[config.mk]
export PLATFORM = sky130hd
export DESIGN_NAME = xbus_irq_agg
export DESIGN_NICKNAME = d
export VERILOG_FILES = /design/src/rtl/xbus_irq_pkg.sv /design/src/rtl/xbus_cfg_regs.sv /design/src/rtl/xbus_src_capture.sv /design/src/rtl/xbus_stall_timer.sv /design/src/rtl/xbus_err_track.sv /design/src/rtl/xbus_irq_agg.sv
export SDC_FILE = /design/constraint.sdc
export NUM_CORES = 1
export LEC_CHECK = 0
export CAP_MARGIN = 20
export CORE_MARGIN = 4
export CORE_UTILIZATION = 41
export CTS_BUF_LIST = sky130_fd_sc_hd__clkbuf_8
export DETAILED_ROUTE_END_ITERATION = 8
export PLACE_DENSITY = 0.82
export REMOVE_ABC_BUFFERS = 1
export SLEW_MARGIN = 40
export SYNTH_ARGS = -nofsm -noshare
export SYNTH_HDL_FRONTEND = slang
export SYNTH_SLANG_ARGS = --single-unit
[constraint.sdc]
create_clock -name clk -period 2.2 [get_ports clk]
set_clock_uncertainty 0.2 [all_clocks]
set_input_delay 0.33 -clock clk [delete_from_list [all_inputs] [get_ports clk]]
set_output_delay 0.33 -clock clk [all_outputs]
set_load 0.05 [all_outputs]
[src/rtl/xbus_irq_pkg.sv]
package xbus_irq_pkg;
  localparam int REG_W  = 32;
  localparam int ADDR_W = 3;
  localparam int NSRC   = 5;
  localparam int NERR   = 3;

  // source bit positions in the status and mask words
  localparam int SRC_ERR   = 0;
  localparam int SRC_RFIFO = 1;
  localparam int SRC_WFIFO = 2;
  localparam int SRC_RDMA  = 3;
  localparam int SRC_WDMA  = 4;

  // error status bit positions; DMA clear strobes share the clear word
  localparam int ERR_TMO    = 0;
  localparam int ERR_WFULL  = 1;
  localparam int ERR_RSTALL = 2;
  localparam int CLR_RDMA   = 3;
  localparam int CLR_WDMA   = 4;

  // configuration word field positions
  localparam int CFG_EN_WFULL  = 16;
  localparam int CFG_EN_RSTALL = 17;
  localparam int CFG_WTRIG_LSB = 20;

  typedef enum logic [ADDR_W-1:0] {
    RA_RAW   = 3'd0,
    RA_MASK  = 3'd1,
    RA_MSTAT = 3'd2,
    RA_ERR   = 3'd3,
    RA_CFG   = 3'd4
  } reg_addr_e;
endpackage

[src/rtl/xbus_cfg_regs.sv]
module xbus_cfg_regs
  import xbus_irq_pkg::*;
#(
  parameter int CNT_W  = 5,
  parameter int WAIT_W = 16
) (
  input  logic              clk,
  input  logic              rst_n,
  input  logic [ADDR_W-1:0] reg_addr,
  input  logic              reg_wen,
  input  logic [REG_W-1:0]  reg_wdata,
  input  logic [NSRC-1:0]   raw_bits,
  input  logic [NERR-1:0]   err_bits,
  output logic [REG_W-1:0]  reg_rdata,
  output logic [NSRC-1:0]   mask_bits,
  output logic [WAIT_W-1:0] max_wait,
  output logic              en_wfull,
  output logic              en_rstall,
  output logic [CNT_W-1:0]  wr_trig,
  output logic [CNT_W-1:0]  rd_trig,
  output logic [NERR-1:0]   err_clr,
  output logic [1:0]        dma_clr
);
  localparam int RTRIG_LSB = CFG_WTRIG_LSB + CNT_W;

  reg_addr_e sel;
  logic      wr_mask, wr_cfg, wr_err;
  logic      unused_wbits;

  assign sel          = reg_addr_e'(reg_addr);
  assign wr_mask      = reg_wen && (sel == RA_MASK);
  assign wr_cfg       = reg_wen && (sel == RA_CFG);
  assign wr_err       = reg_wen && (sel == RA_ERR);
  assign unused_wbits = ^reg_wdata;

  assign err_clr = wr_err ? reg_wdata[NERR-1:0] : '0;
  assign dma_clr = wr_err ? {reg_wdata[CLR_WDMA], reg_wdata[CLR_RDMA]} : 2'b00;

  always_ff @(posedge clk or negedge rst_n) begin
    if (!rst_n) begin
      mask_bits <= '0;
      max_wait  <= '0;
      en_wfull  <= 1'b0;
      en_rstall <= 1'b0;
      wr_trig   <= '0;
      rd_trig   <= '0;
    end else begin
      if (wr_mask) mask_bits <= reg_wdata[NSRC-1:0];
      if (wr_cfg) begin
        max_wait  <= reg_wdata[WAIT_W-1:0];
        en_wfull  <= reg_wdata[CFG_EN_WFULL];
        en_rstall <= reg_wdata[CFG_EN_RSTALL];
        wr_trig   <= reg_wdata[CFG_WTRIG_LSB +: CNT_W];
        rd_trig   <= reg_wdata[RTRIG_LSB +: CNT_W];
      end
    end
  end

  always_comb begin
    reg_rdata = '0;
    case (sel)
      RA_RAW:   reg_rdata[NSRC-1:0] = raw_bits;
      RA_MASK:  reg_rdata[NSRC-1:0] = mask_bits;
      RA_MSTAT: reg_rdata[NSRC-1:0] = raw_bits & mask_bits;
      RA_ERR:   reg_rdata[NERR-1:0] = err_bits;
      RA_CFG: begin
        reg_rdata[WAIT_W-1:0]              = max_wait;
        reg_rdata[CFG_EN_WFULL]            = en_wfull;
        reg_rdata[CFG_EN_RSTALL]           = en_rstall;
        reg_rdata[CFG_WTRIG_LSB +: CNT_W]  = wr_trig;
        reg_rdata[RTRIG_LSB +: CNT_W]      = rd_trig;
      end
      default:  reg_rdata = '0;
    endcase
  end
endmodule

[src/rtl/xbus_src_capture.sv]
module xbus_src_capture #(
  parameter int CNT_W = 5
) (
  input  logic             clk,
  input  logic             rst_n,
  input  logic [1:0]       dma_done,
  input  logic [1:0]       dma_clr,
  input  logic [CNT_W-1:0] wfifo_free,
  input  logic [CNT_W-1:0] rfifo_fill,
  input  logic [CNT_W-1:0] wr_trig,
  input  logic [CNT_W-1:0] rd_trig,
  output logic [1:0]       dma_bits,
  output logic             wr_svc,
  output logic             rd_svc
);
  localparam int NDMA = 2;

  // sticky completion flags; a set on the clearing edge wins
  for (genvar g = 0; g < NDMA; g++) begin : g_dma
    always_ff @(posedge clk or negedge rst_n) begin
      if (!rst_n) dma_bits[g] <= 1'b0;
      else        dma_bits[g] <= dma_done[g] | (dma_bits[g] & ~dma_clr[g]);
    end
  end

  assign wr_svc = (wfifo_free <= wr_trig);
  assign rd_svc = (rfifo_fill != '0) && (rfifo_fill >= rd_trig);
endmodule

[src/rtl/xbus_stall_timer.sv]
module xbus_stall_timer #(
  parameter int WAIT_W = 16
) (
  input  logic              clk,
  input  logic              rst_n,
  input  logic              xact_start,
  input  logic              stalled,
  input  logic [WAIT_W-1:0] max_wait,
  output logic              to_evt
);
  logic [WAIT_W-1:0] cnt_q;
  logic              done_q;
  logic              restart;

  assign restart = xact_start || !stalled;
  assign to_evt  = !restart && (max_wait != '0) && !done_q && (cnt_q >= max_wait);

  always_ff @(posedge clk or negedge rst_n) begin
    if (!rst_n) begin
      cnt_q  <= '0;
      done_q <= 1'b0;
    end else if (restart) begin
      cnt_q  <= '0;
      done_q <= 1'b0;
    end else begin
      if (to_evt) done_q <= 1'b1;
      if (!done_q && (cnt_q != '1)) cnt_q <= cnt_q + 1'b1;
    end
  end
endmodule

[src/rtl/xbus_err_track.sv]
module xbus_err_track
  import xbus_irq_pkg::*;
#(
  parameter int WAIT_W = 16
) (
  input  logic              clk,
  input  logic              rst_n,
  input  logic              wfifo_full,
  input  logic              rd_stall,
  input  logic              en_wfull,
  input  logic              en_rstall,
  input  logic              xact_start,
  input  logic              xact_active,
  input  logic              ext_ready,
  input  logic              fifo_ready,
  input  logic [WAIT_W-1:0] max_wait,
  input  logic [NERR-1:0]   err_clr,
  output logic [NERR-1:0]   err_bits,
  output logic              err_any,
  output logic              to_evt
);
  logic            stalled;
  logic [NERR-1:0] err_set;

  assign stalled = xact_active && (!ext_ready || !fifo_ready);

  xbus_stall_timer #(.WAIT_W(WAIT_W)) u_tmr (
    .clk        (clk),
    .rst_n      (rst_n),
    .xact_start (xact_start),
    .stalled    (stalled),
    .max_wait   (max_wait),
    .to_evt     (to_evt)
  );

  always_comb begin
    err_set             = '0;
    err_set[ERR_TMO]    = to_evt;
    err_set[ERR_WFULL]  = wfifo_full && en_wfull;
    err_set[ERR_RSTALL] = rd_stall && en_rstall;
  end

  for (genvar g = 0; g < NERR; g++) begin : g_err
    always_ff @(posedge clk or negedge rst_n) begin
      if (!rst_n) err_bits[g] <= 1'b0;
      else        err_bits[g] <= err_set[g] | (err_bits[g] & ~err_clr[g]);
    end
  end

  assign err_any = |err_bits;
endmodule

[src/rtl/xbus_irq_agg.sv]
module xbus_irq_agg
  import xbus_irq_pkg::*;
#(
  parameter int CNT_W  = 5,
  parameter int WAIT_W = 16
) (
  input  logic              clk,
  input  logic              rst_n,
  input  logic [ADDR_W-1:0] reg_addr,
  input  logic              reg_wen,
  input  logic [REG_W-1:0]  reg_wdata,
  output logic [REG_W-1:0]  reg_rdata,
  input  logic              wdma_done,
  input  logic              rdma_done,
  input  logic [CNT_W-1:0]  wfifo_free,
  input  logic [CNT_W-1:0]  rfifo_fill,
  input  logic              wfifo_full,
  input  logic              rd_stall,
  input  logic              xact_start,
  input  logic              xact_active,
  input  logic              ext_ready,
  input  logic              fifo_ready,
  output logic              irq
);
  logic [NSRC-1:0]   raw_w, mask_w;
  logic [NERR-1:0]   err_w, err_clr_w;
  logic [1:0]        dma_clr_w, dma_w;
  logic [WAIT_W-1:0] max_wait_w;
  logic [CNT_W-1:0]  wr_trig_w, rd_trig_w;
  logic              en_wfull_w, en_rstall_w;
  logic              wr_svc_w, rd_svc_w, err_any_w, to_evt_w;

  xbus_cfg_regs #(.CNT_W(CNT_W), .WAIT_W(WAIT_W)) u_regs (
    .clk       (clk),
    .rst_n     (rst_n),
    .reg_addr  (reg_addr),
    .reg_wen   (reg_wen),
    .reg_wdata (reg_wdata),
    .raw_bits  (raw_w),
    .err_bits  (err_w),
    .reg_rdata (reg_rdata),
    .mask_bits (mask_w),
    .max_wait  (max_wait_w),
    .en_wfull  (en_wfull_w),
    .en_rstall (en_rstall_w),
    .wr_trig   (wr_trig_w),
    .rd_trig   (rd_trig_w),
    .err_clr   (err_clr_w),
    .dma_clr   (dma_clr_w)
  );

  xbus_src_capture #(.CNT_W(CNT_W)) u_src (
    .clk        (clk),
    .rst_n      (rst_n),
    .dma_done   ({wdma_done, rdma_done}),
    .dma_clr    (dma_clr_w),
    .wfifo_free (wfifo_free),
    .rfifo_fill (rfifo_fill),
    .wr_trig    (wr_trig_w),
    .rd_trig    (rd_trig_w),
    .dma_bits   (dma_w),
    .wr_svc     (wr_svc_w),
    .rd_svc     (rd_svc_w)
  );

  xbus_err_track #(.WAIT_W(WAIT_W)) u_err (
    .clk         (clk),
    .rst_n       (rst_n),
    .wfifo_full  (wfifo_full),
    .rd_stall    (rd_stall),
    .en_wfull    (en_wfull_w),
    .en_rstall   (en_rstall_w),
    .xact_start  (xact_start),
    .xact_active (xact_active),
    .ext_ready   (ext_ready),
    .fifo_ready  (fifo_ready),
    .max_wait    (max_wait_w),
    .err_clr     (err_clr_w),
    .err_bits    (err_w),
    .err_any     (err_any_w),
    .to_evt      (to_evt_w)
  );

  always_comb begin
    raw_w            = '0;
    raw_w[SRC_WDMA]  = dma_w[1];
    raw_w[SRC_RDMA]  = dma_w[0];
    raw_w[SRC_WFIFO] = wr_svc_w;
    raw_w[SRC_RFIFO] = rd_svc_w;
    raw_w[SRC_ERR]   = err_any_w;
  end

  assign irq = |(raw_w & mask_w);
endmodule

# Word-level counts from Yosys, hierarchy flattened
# Cells that the tools add are included.
[word_totals]
output_inout_bits = 33
regBits = 55
[classes]
n_reduce_logical = 25
bitwise_logic = 16
n_lt_le_gt_ge = 3
n_eq_ne = 5
n_addsub = 1
muxes = 10
[op_table]
columns = ["cell", "count"]
rows = [
  ["$mux W16", 2],
  ["$add A16 B1 Y16 const B", 1],
  ["$ge A16 B16 Y1", 1],
  ["$ne A16 B16 Y1 const B", 1],
  ["$reduce_bool A16 Y1", 1],
  ["$pmux W3 S5", 1],
  ["$mux W13", 1],
  ["$logic_and A1 B1 Y1", 11],
  ["$mux W10", 1],
  ["$pmux W2 S4", 1],
  ["$eq A3 B2 Y1 const B", 2],
  ["$and A1 B1 Y1", 5],
  ["$and A5 B5 Y5", 1],
  ["$ge A5 B5 Y1", 1],
  ["$le A5 B5 Y1", 1],
  ["$logic_not A1 Y1", 5],
  ["$not A1 Y1", 5],
  ["$or A1 B1 Y1", 5],
  ["$reduce_bool A5 Y1", 1],
  ["$reduce_or A5 Y1", 1],
  ["$reduce_bool A2 Y1", 2],
  ["$eq A3 B1 Y1 const B", 1],
  ["$eq A3 B3 Y1 const B", 1],
  ["$logic_not A3 Y1", 1],
  ["other kinds (5)", 7],
]

# Logic depth before layout (Yosys ltp)
[depth]
depth_word = 11
ltp_mapped = 7
mapped_depth_nobuf = 7

# By module
# Synthesis repeated with hierarchy kept, for this count alone.
[hier_totals]
hier_cells = 350
hier_area_um2 = 3697.3
[by_module_without_submodules]
columns = ["module", "n_inst", "area_per_inst_um2", "cells_per_inst"]
rows = [
  ["xbus_cfg_regs", 1, 1793.0, 140],
  ["xbus_stall_timer", 1, 1437.6, 154],
  ["xbus_src_capture", 1, 320.3, 40],
  ["xbus_err_track", 1, 125.1, 13],
  ["xbus_irq_agg", 1, 21.3, 3],
]

# Worst setup path before layout
# Ideal clock, no wire load.
[synth_path]
kind = "reg2out"
startpoint = "register u_regs.rd_trig[0]"
endpoint = "output reg_rdata[1]"
path_buffers = 0
stages_incl_launch_ff = 7
t_arrival_ns = 2.205
t_required_ns = 1.670
path_slack_ns = -0.535
cell_sequence = "dfrtp_1 ha_1 nand2b_1 a21oi_1 o21ai_0 a21oi_1 o31ai_1"
[synth_via]
elab_chain_cells = 4
[synth_rtl]
columns = ["item", "line_no", "text"]
rows = [
  ["from (decl)", "xbus_cfg_regs.sv:20", "output logic [CNT_W-1:0] rd_trig,"],
  ["from (signal assigned)", "xbus_cfg_regs.sv:54", "rd_trig <= reg_wdata[RTRIG_LSB +: CNT_W];"],
  ["$ge A5 B5 Y1 *", "xbus_src_capture.sv:27", "assign rd_svc = (rfifo_fill != '0) && (rfifo_fill >= rd_trig);"],
  ["$logic_and A1 B1 Y1 *", "xbus_src_capture.sv:27", ""],
  ["$and A5 B5 Y5", "xbus_cfg_regs.sv:64", "RA_MSTAT: reg_rdata[NSRC-1:0] = raw_bits & mask_bits;"],
  ["$pmux W3 S5 *", "xbus_cfg_regs.sv:61", "case (sel)"],
  ["to (decl)", "xbus_irq_agg.sv:12", "output logic [REG_W-1:0] reg_rdata,"],
]
# Mark *: on every way between the ends. The rest lies on a longest branch, timed or not.

# Worst setup path in the final report
[layout_path]
startpoint = "input rfifo_fill[1]"
endpoint = "output reg_rdata[1]"
[layout_via]
elab_chain_cells = 4
word_cells_on_any_way = 5
cone_classes = "order compare: 1; mux: 1; bitwise: 1; reduce/logical: 2"
[layout_rtl]
columns = ["item", "line_no", "text"]
rows = [
  ["from (decl)", "xbus_irq_agg.sv:16", "input logic [CNT_W-1:0] rfifo_fill,"],
  ["$ge A5 B5 Y1 or $reduce_bool A5 Y1 (tied branches)", "xbus_src_capture.sv:27", ""],
  ["$logic_and A1 B1 Y1 *", "xbus_src_capture.sv:27", ""],
  ["$and A5 B5 Y5", "xbus_cfg_regs.sv:64", ""],
  ["$pmux W3 S5 *", "xbus_cfg_regs.sv:61", ""],
]
# Marks and branches as above.

==> flow_summary.json <==
{
  "powerDensity_nw_per_um2": 597,
  "setup_viol_count_final": 3,
  "synth_edf_count": 0,
  "fill_cells": 588,
  "critical_path_class": "in -> out",
  "grt_pass1_vias": 3373,
  "synthCells": 377,
  "cts_max_level": 2,
  "crit_family": "simple AND/OR/NAND/NOR gates",
  "synth.top_cell.area_share_pct": 40.4,
  "yosysUniqueCellTypes": 50,
  "wl_per_cell_um": 17.1,
  "max_freq_mhz": 401,
  "nNetsFinal": 586,
  "irDropWorstVdd_uv": 272,
  "setup-tns-final_ns": -0.737,
  "start_util_pct": 43.2,
  "diodes": 0,
  "worst_slack_ns": -0.292,
  "viasPerCell": 5.39,
  "grt_pass1_wl_um": 16100,
  "yosysTopAreaCell": "dfrtp_1",
  "synthFlopType": "dfrtp_1",
  "gp_congestion": 0.945,
  "synthTopCellsByArea": "dfrtp_1, ha_1, o21ai_0",
  "critical-path-slowest-cell": "or4_1",
  "cp_num_cells": 6,
  "grt_overflow": 0,
  "min_path_type": "in -> async",
  "antenna_found_initial": 0,
  "post-place-ws_ns": -0.431,
  "routed-via-count": 3265,
  "cts_tree": "done",
  "path_max_fanout": 2,
  "die_h_um": 99.2,
  "grt_start_max_net_pins": 56,
  "tritoncts.num_buffers": 5,
  "layout_common_cells": "dfrtp_1, nand2_1, buf_4",
  "cp.arrival_ns": 1.96,
  "synth-seq-cells": 55,
  "worstRegToRegCells": 8,
  "drt-initial-drc-count": 131,
  "synth-async-reset-ratio_pct": 100,
  "path_buf_inv": 3,
  "finalCritPeriodShare_pct": 113,
  "violations": "setup timing",
  "final_common_cell": "dfrtp_1",
  "worstSetupStartpointType": "input pin",
  "numPortBuffers": 80,
  "path_cells": "clkdlybuf4s50_1 -> or4_1 -> nor2_1 -> o31ai_2 -> buf_4 -> buf_12",
  "maxCapViolCount": 0,
  "worst_setup_path_end_kind": "output pin",
  "syn_area_per_cell_um2": 9.04,
  "hold_viol": 0,
  "power.total_mw": 3.15,
  "fp.dieArea_um2": 9840,
  "cts_sinks": 55,
  "insertion_delay_ns": 0.32,
  "final_util_pct": 66.9,
  "track_usage_pct": 20.2,
  "pin_count": 89,
  "timing.rr.start": "u_regs.max_wait[2]$_DFFE_PN0P_",
  "reg2reg_setup_slack_ns": 0.05,
  "ant_nets": 0,
  "num_rows": 32,
  "first_pass_iters": 4,
  "dpl-instance-area_um2": 4870,
  "cp.required_ns": 1.67,
  "drc_errors": 0,
  "syn-cell-area_um2": 3410,
  "crit_path_max_incr_delay_ns": 0.57,
  "finalInstanceArea_um2": 5280,
  "clockRootBuffer": "clkbuf_8",
  "clkSlewWorstSetupHoldPaths_ns": 0.11,
  "timing.rr.end": "u_err.err_bits[0]$_DFF_PN0_",
  "clock_path_buffers": 2,
  "leakagePower_nw": 2.36,
  "area_delta_synth_final_pct": 54.9,
  "rsz0062_at_grt": "true",
  "dieWidth_um": 99.2,
  "final_max_slew_viol_count": 0,
  "status": "finished, violations left",
  "yosysSeqAreaShare_pct": 40.4,
  "yosys_warnings": 0,
  "min_period_ns": 2.49,
  "drive_above_1_share_pct": 29.4,
  "core_um2": 7890,
  "hpwlAfterDp_um": 7600,
  "route.final.wire_length_um": 10400
}
[timing repair]
action	CTS	global route
endpoints found under the setup margin	23	22
pin swaps	16	9
hold buffers	1	0
gates resized for setup	40	22
setup buffers	5	5
hold endpoints to repair	55	0
[per-layer routing]
layer | vias up | global-route usage (%) | routed length, µm
met4 | 0 | 5.99 | 283
met3 | 25 | 3.02 | 576
met5 | - | 0 | 0
met2 | 110 | 37.7 | 5500
li1 | 1542 | - | -
met1 | 1588 | 23.6 | 4020
[registers in the layout (all words and copies together) (netlist names)]
signal and cells:
u_err.err_bits 3, u_err.u_tmr.cnt_q 16, u_err.u_tmr.done_q 1, u_regs.en_rstall 1, u_regs.en_wfull 1, u_regs.mask_bits 5, u_regs.max_wait 16, u_regs.rd_trig 5
u_regs.wr_trig 5, u_src.dma_bits 2
[synth_stat cells (3+ instances only)]
cell and number:
a21oi_1 14, a21o_1 4, nor2_1 24, inv_1 31, buf_4 5, clkbuf_1 6, nor4_1 5, mux2_2 11
nand3_1 8, mux2i_1 3, nand2b_1 6, nand4_1 6, nor3_1 7, ha_1 27, buf_2 5, o21ai_0 37
dfrtp_1 55, xor2_1 5, xnor2_1 7, and2_1 26, nand2_1 47
[worst reg2reg max path: cells and delay by family, from the launching register on]
| family | cells | cell delay (ns) |
|---|---|---|
| AO/OA/AOI/OAI | 3 | 0.80 |
| adder cells (fa/ha/maj) | 1 | 0.30 |
| buffers and inverters | 2 | 0.24 |
| flip-flops | 1 | 0.39 |
| AND/OR/NAND/NOR | 2 | 0.13 |
[stage by stage]
step | hold WS, ns | std cells
2_1_floorplan | -0.166 | 363
3_3_place_gp | 0.148 | 587
3_5_place_dp | 0.152 | 587
4_1_cts | 0.335 | 601
5_1_grt | 0.352 | 606
6_report | 0.330 | 606
[power by group]
| group | switching (mW) | total (mW) | internal (mW) |
|---|---|---|---|
| clock | 0.338 | 0.707 | 0.369 |
| sequential | 0.105 | 1.25 | 1.15 |
| combinational | 0.591 | 1.20 | 0.606 |
| total | 1.03 | 3.15 | 2.12 |
[logic make-up (layout without fill, tap and decap cells)]
group                    after synthesis  after routing  synth area share (%)
adder cells (fa/ha/maj)               27             27                  9.91
flip-flops                            55             55                  40.4
AND/OR/NAND/NOR                      146            146                  22.8
buffers and inverters                 48            172                  6.24
other                                  1              4                 0.110
AO/OA/AOI/OAI                         74             74                  13.0
XOR/XNOR                              12             12                  3.08
multiplexers                          14             14                  4.51
[layout make-up]
| class | count | area [µm²] | area share [%] |
|---|---|---|---|
| multi-input cells | 277 | 2030 | 38.5 |
| well taps | 102 | 128 | 2.42 |
| clock inverters | 2 | 35.0 | 0.664 |
| clock buffers | 6 | 82.6 | 1.56 |
| inverters | 31 | 116 | 2.20 |
| flip-flops and latches | 55 | 1380 | 26.1 |
| repair buffers | 133 | 1510 | 28.6 |
[worst max path at each step]
| stage | startpoint | slack, ns | end |
|---|---|---|---|
| floorplan | u_regs.rd_trig[0]$_DFFE_PN0P_ | -0.53 | reg_rdata[1] |
| global placement | rfifo_fill[0] | -0.35 | reg_rdata[1] |
| detailed placement | wfifo_free[1] | -0.43 | irq |
| CTS | u_regs.wr_trig[1]$_DFFE_PN0P_ | -0.20 | reg_rdata[2] |
| global route | rfifo_fill[1] | -0.38 | reg_rdata[1] |
| finish | rfifo_fill[1] | -0.29 | reg_rdata[1] |
Power figures use the tool's default switching activity.
